==> config.mk <==
export PLATFORM = sky130hd
export DESIGN_NAME = banked_mem_dec
export DESIGN_NICKNAME = d
export VERILOG_FILES = /design/src/rtl/mem_dec_pkg.sv /design/src/rtl/mem_region_dec.sv /design/src/rtl/nvram_guard.sv /design/src/rtl/bank_reg.sv /design/src/rtl/banked_mem_dec.sv
export SDC_FILE = /design/constraint.sdc
export NUM_CORES = 1
export LEC_CHECK = 0
export ABC_AREA = 1
export BUFFER_PORTS_ARGS = -buffer_cell sky130_fd_sc_hd__buf_2
export CAP_MARGIN = 40
export CORE_MARGIN = 3
export CORE_UTILIZATION = 36
export DETAILED_ROUTE_END_ITERATION = 12
export GPL_TIMING_DRIVEN = 0
export PLACE_DENSITY = 0.76
export SLEW_MARGIN = 20
export SYNTH_ARGS = -nofsm -noshare
export SYNTH_HDL_FRONTEND = slang
export SYNTH_SLANG_ARGS = --single-unit
==> constraint.sdc <==
create_clock -name clk_i -period 1.39 [get_ports clk_i]
set_input_delay 0.278 -clock clk_i [delete_from_list [all_inputs] [get_ports clk_i]]
set_output_delay 0.278 -clock clk_i [all_outputs]
set_load 0.05 [all_outputs]
==> src/rtl/mem_dec_pkg.sv <==
package mem_dec_pkg;
  localparam int CPU_AW = 16;
  localparam int WIN_W  = 14;  // banked window size, log2
  localparam int FIX_W  = 15;  // fixed upper area size, log2

  localparam logic [CPU_AW-1:0] BANK_LO_ADDR = 16'h2000;
  localparam logic [CPU_AW-1:0] BANK_HI_ADDR = 16'h2001;
  localparam logic [CPU_AW-1:0] SWITCH_ADDR  = 16'h2002;
  localparam logic [3:0]        IO_PAGE      = 4'h3;

  typedef enum logic [2:0] {
    RG_NONE,
    RG_RAM,
    RG_BANK_LO,
    RG_BANK_HI,
    RG_SWITCH,
    RG_IO,
    RG_ROM_WIN,
    RG_ROM_FIX
  } region_e;
endpackage

==> src/rtl/mem_region_dec.sv <==
module mem_region_dec
  import mem_dec_pkg::*;
#(
  parameter int RAM_AW = 13
) (
  input  logic [CPU_AW-1:0] addr_i,
  output region_e           region_o
);
  always_comb begin
    if (addr_i[CPU_AW-1:RAM_AW] == '0)       region_o = RG_RAM;
    else if (addr_i == BANK_LO_ADDR)         region_o = RG_BANK_LO;
    else if (addr_i == BANK_HI_ADDR)         region_o = RG_BANK_HI;
    else if (addr_i == SWITCH_ADDR)          region_o = RG_SWITCH;
    else if (addr_i[15:12] == IO_PAGE)       region_o = RG_IO;
    else if (addr_i[15:14] == 2'b01)         region_o = RG_ROM_WIN;
    else if (addr_i[15])                     region_o = RG_ROM_FIX;
    else                                     region_o = RG_NONE;
  end
endmodule

==> src/rtl/nvram_guard.sv <==
module nvram_guard #(
  parameter int RAM_AW  = 13,
  parameter int PROT_AW = 9
) (
  input  logic              ram_sel_i,
  input  logic              we_i,
  input  logic [RAM_AW-1:0] ram_off_i,
  input  logic              mem_prot_i,
  output logic              ram_we_o
);
  logic in_prot;

  // settings area is the top 2**PROT_AW bytes of RAM
  assign in_prot  = &ram_off_i[RAM_AW-1:PROT_AW];
  assign ram_we_o = ram_sel_i & we_i & (~in_prot | mem_prot_i);
endmodule

==> src/rtl/bank_reg.sv <==
module bank_reg #(
  parameter int BANK_W = 9
) (
  input  logic              clk_i,
  input  logic              rst_ni,
  input  logic              wr_lo_i,
  input  logic              wr_hi_i,
  input  logic [7:0]        data_i,
  output logic [BANK_W-1:0] bank_o,
  output logic              feed_o
);
  generate
    if (BANK_W > 8) begin : g_two_byte
      localparam int HI_W = BANK_W - 8;
      logic [7:0]      lo_q;
      logic [HI_W-1:0] hi_q;
      always_ff @(posedge clk_i or negedge rst_ni) begin
        if (!rst_ni) begin
          lo_q <= '0;
          hi_q <= '0;
        end else begin
          if (wr_lo_i) lo_q <= data_i;
          if (wr_hi_i) hi_q <= data_i[HI_W-1:0];
        end
      end
      assign bank_o = {hi_q, lo_q};
    end else begin : g_one_byte
      logic [BANK_W-1:0] lo_q;
      always_ff @(posedge clk_i or negedge rst_ni) begin
        if (!rst_ni)      lo_q <= '0;
        else if (wr_lo_i) lo_q <= data_i[BANK_W-1:0];
      end
      assign bank_o = lo_q;
    end
  endgenerate

  always_ff @(posedge clk_i or negedge rst_ni) begin
    if (!rst_ni) feed_o <= 1'b0;
    else         feed_o <= wr_lo_i | wr_hi_i;
  end
endmodule

==> src/rtl/banked_mem_dec.sv <==
module banked_mem_dec
  import mem_dec_pkg::*;
#(
  parameter int ROM_ADDR_W = 23,
  parameter int RAM_AW     = 13,
  parameter int PROT_AW    = 9
) (
  input  logic                  clk_i,
  input  logic                  rst_ni,
  input  logic                  valid_i,
  input  logic                  we_i,
  input  logic [15:0]           addr_i,
  input  logic [7:0]            data_i,
  input  logic                  mem_prot_i,
  output logic                  ram_cs_o,
  output logic                  ram_we_o,
  output logic                  rom_cs_o,
  output logic [ROM_ADDR_W-1:0] rom_addr_o,
  output logic                  bank_le_o,
  output logic                  sw_rd_o,
  output logic                  io_strb_o,
  output logic                  wdog_feed_o
);
  localparam int BANK_W = ROM_ADDR_W - WIN_W;
  localparam int TOP_W  = ROM_ADDR_W - FIX_W;

  region_e           region;
  logic              ram_sel;
  logic              wr_lo, wr_hi;
  logic [BANK_W-1:0] bank;

  mem_region_dec #(.RAM_AW(RAM_AW)) u_region (
    .addr_i  (addr_i),
    .region_o(region)
  );

  assign ram_sel   = valid_i & (region == RG_RAM);
  assign wr_lo     = valid_i & we_i & (region == RG_BANK_LO);
  assign wr_hi     = valid_i & we_i & (region == RG_BANK_HI);

  nvram_guard #(.RAM_AW(RAM_AW), .PROT_AW(PROT_AW)) u_guard (
    .ram_sel_i (ram_sel),
    .we_i      (we_i),
    .ram_off_i (addr_i[RAM_AW-1:0]),
    .mem_prot_i(mem_prot_i),
    .ram_we_o  (ram_we_o)
  );

  bank_reg #(.BANK_W(BANK_W)) u_bank (
    .clk_i  (clk_i),
    .rst_ni (rst_ni),
    .wr_lo_i(wr_lo),
    .wr_hi_i(wr_hi),
    .data_i (data_i),
    .bank_o (bank),
    .feed_o (wdog_feed_o)
  );

  assign ram_cs_o  = ram_sel;
  assign bank_le_o = wr_lo | wr_hi;
  assign rom_cs_o  = valid_i & ~we_i & ((region == RG_ROM_WIN) | (region == RG_ROM_FIX));
  assign sw_rd_o   = valid_i & ~we_i & (region == RG_SWITCH);
  assign io_strb_o = valid_i & (region == RG_IO);

  // upper half maps to the last 32 KB of ROM regardless of bank
  assign rom_addr_o = addr_i[15] ? {{TOP_W{1'b1}}, addr_i[FIX_W-1:0]}
                                 : {bank, addr_i[WIN_W-1:0]};
endmodule

==> impl_metrics.tcl <==
set metrics [dict create \
    drt_iter0_markers 19 \
    register_area_sq_um 250 \
    ant_nets 0 \
    post_drt_wl_per_cell_microns 11.6 \
    ys.warnings.count 0 \
    final_cell_mix "buf_2 (37), nand2_1 (30), buf_4 (24)" \
    routed-via-count 952 \
    cp_max_fo 3 \
    drt_wl_total_microns 2460 \
    vias_per_cell 4.49 \
    grt_use_met2 0.337 \
    first_global_vias 870 \
    outcome "finished with violations" \
    cts_sinks 10 \
    power.density_mw_per_mm2 649 \
    p_leak_uw 0.000823 \
    place.gp.congestion 0.783 \
    use_met3 0.0310 \
    cp.arrival_ps 1310 \
    fill_cells 153 \
    relSlewSlack 0.783 \
    instances_no_fill 212 \
    drv_slew 0 \
    final_common_cell "buf_2" \
    layout_setup_ws_ps -194 \
    io_pins 59 \
    grt_max_degree 11 \
    min_period_ps 1580 \
    post-place-ws_ps -400 \
    globalRoute.busiestLayer "met2" \
    ir_worst_vdd_mv 0.583 \
    rows 16 \
    nets 215 \
    crit_required_ps 1110 \
    grtUsageTotal 0.172 \
    grt_pass1_wl_microns 3580 \
    worst_slew_pin_slew_ps 324 \
    detail_route.first_pass.iterations 4 \
    ys_seq_elements 10 \
    clockBufferDepth 2 \
    violations "negative setup slack" \
    hold_class "in -> reg" \
    antenna_cells 0 \
    netlist_area_sq_um 795 \
    drc 0 \
    die_h_microns 53.0 \
    synthToLayoutAreaGrowth_pct 87.4 \
    min_period_over_period 1.14 \
    multi_input_area_sq_um 505 \
    cts_max_level 1 \
    cts-root-buf "clkbuf_4" \
    synth_area_per_cell_sq_um 6.91 \
    antenna_found_initial 0 \
    synthCells 115 \
    clk_latency_ps 260 \
    hpwlAfterDp_microns 1650 \
    cts_inserted_buffers 3 \
    core_sq_mm 0.00202 \
    drive_gt1_frac 0.632 \
    max_freq_mhz 631 \
    finClkSkew_ps 0 \
    gr-usage-met1 0.189 \
    ys_types 18 \
    setup_violations 3 \
    dp.cells 199 \
    drv_cap 0 \
    end_kind "output pin" \
    final_hold_viol_count 0 \
    start_util 0.393 \
    path_class "in -> out" \
    synthesis.nets 144 \
    rsz0062_at_grt "true" \
    gr-total-overflow 0 \
    clk_pin_slew_ps 70 \
    cts_tree "built" \
    die_w_microns 53.0 \
    die_area_sq_mm 0.00281 \
    synth_seq_area_share 0.315 \
    port_buffers 57 \
    cp-start-kind "input port" \
]
## metal layers
layer,wire (microns),part of all wire
met1,922,0.38
met2,1400,0.57
met3,125,0.051
met4,12,0.0049
met5,0,0
## flip-flops by register name, summed over array words and instances (netlist names)
signal                  cells
u_bank.feed_o               1
u_bank.g_two_byte.hi_q      1
u_bank.g_two_byte.lo_q      8
## power breakdown
| part | switching (uW) | total (uW) | internal [uW] | leakage [uW] |
|---|---|---|---|---|
| Sequential | 0.149 | 292 | 291 | 0.000134 |
| Combinational | 249 | 416 | 167 | 0.000667 |
| Clock | 101 | 259 | 159 | 0.0000210 |
## cell families (layout without fill, tap and decap cells)
family	Yosys count	after routing	share of synthesized area
buffers and inverters	23	93	0.184
AOI/OAI and AO/OA	2	2	0.0126
DFF	10	10	0.315
and+or+nand+nor	80	80	0.488
## critical path: stages
cell and delay (ps):
buf_8 100, inv_6 50, nor2_4 30, nand2_2 60, nor2_4 50, nand2_2 90, nand2_2 80, nor2_4 190
nand2_2 90, nor2_4 120, buf_8 150
## path summary, 6_finish.rpt
kind                                                            start                                     to  slack (ps)  cells past startpoint
worst max-delay path                                       addr_i[13]                                sw_rd_o        -190                     11
min in group asynchronous                                      rst_ni  u_bank.g_two_byte.lo_q[2]$_DFFE_PN0P_         430                      2
worst min register to register  u_bank.g_two_byte.lo_q[7]$_DFFE_PN0P_  u_bank.g_two_byte.lo_q[7]$_DFFE_PN0P_         480                      2
worst min-delay path                                        data_i[2]  u_bank.g_two_byte.lo_q[2]$_DFFE_PN0P_         240                      3
max in group asynchronous                                      rst_ni     u_bank.g_two_byte.hi_q$_DFFE_PN0P_         770                      2
worst max register to register  u_bank.g_two_byte.lo_q[3]$_DFFE_PN0P_  u_bank.g_two_byte.lo_q[3]$_DFFE_PN0P_         670                      3
## synth_stat cells
library cell,n,area (sq um)
nor3_1,1,5.00
nand2_1,35,131
buf_4,14,105
or2_2,7,43.8
inv_1,4,15.0
dfrtp_1,10,250
o21ai_1,1,5.00
nand3_1,11,55.1
nor2_1,19,71.3
inv_2,2,7.51
o21ai_0,1,5.00
nand4_1,2,12.5
nor2_8,2,40.0
clkinv_1,2,7.51
nand2_2,1,6.26
nand2_4,1,11.3
buf_6,1,11.3
nor2_4,1,11.3
## layout make-up
cell class / instances / area share
inverter: 8 / 0.0235
buffer: 15 / 0.0840
sequential: 10 / 0.168
tap: 27 / 0.0227
clock buffer: 4 / 0.0244
multi-input combinational: 82 / 0.339
timing repair buffer: 66 / 0.338
## timing repair
action,in CTS,in global routing
hold buffers,1,0
gates resized for setup,35,30
hold endpoints to repair,10,0
pin swaps,16,10
endpoints found under the setup margin,10,10
cloned,0,0
buffers inserted,5,3
## stage by stage
stage	util	instance area, sq um	hold slack (ps)	TNS, ps	total power, uW
floorplan	-	841	-17.6	-656	534
global placement	0.574	1160	140	-1100	625
detailed placement	0.574	1160	148	-1280	629
CTS	0.674	1360	245	-388	933
global route	0.736	1490	241	-668	1010
finish	0.736	1490	244	-484	967
(Power assumes the default switching activity.)
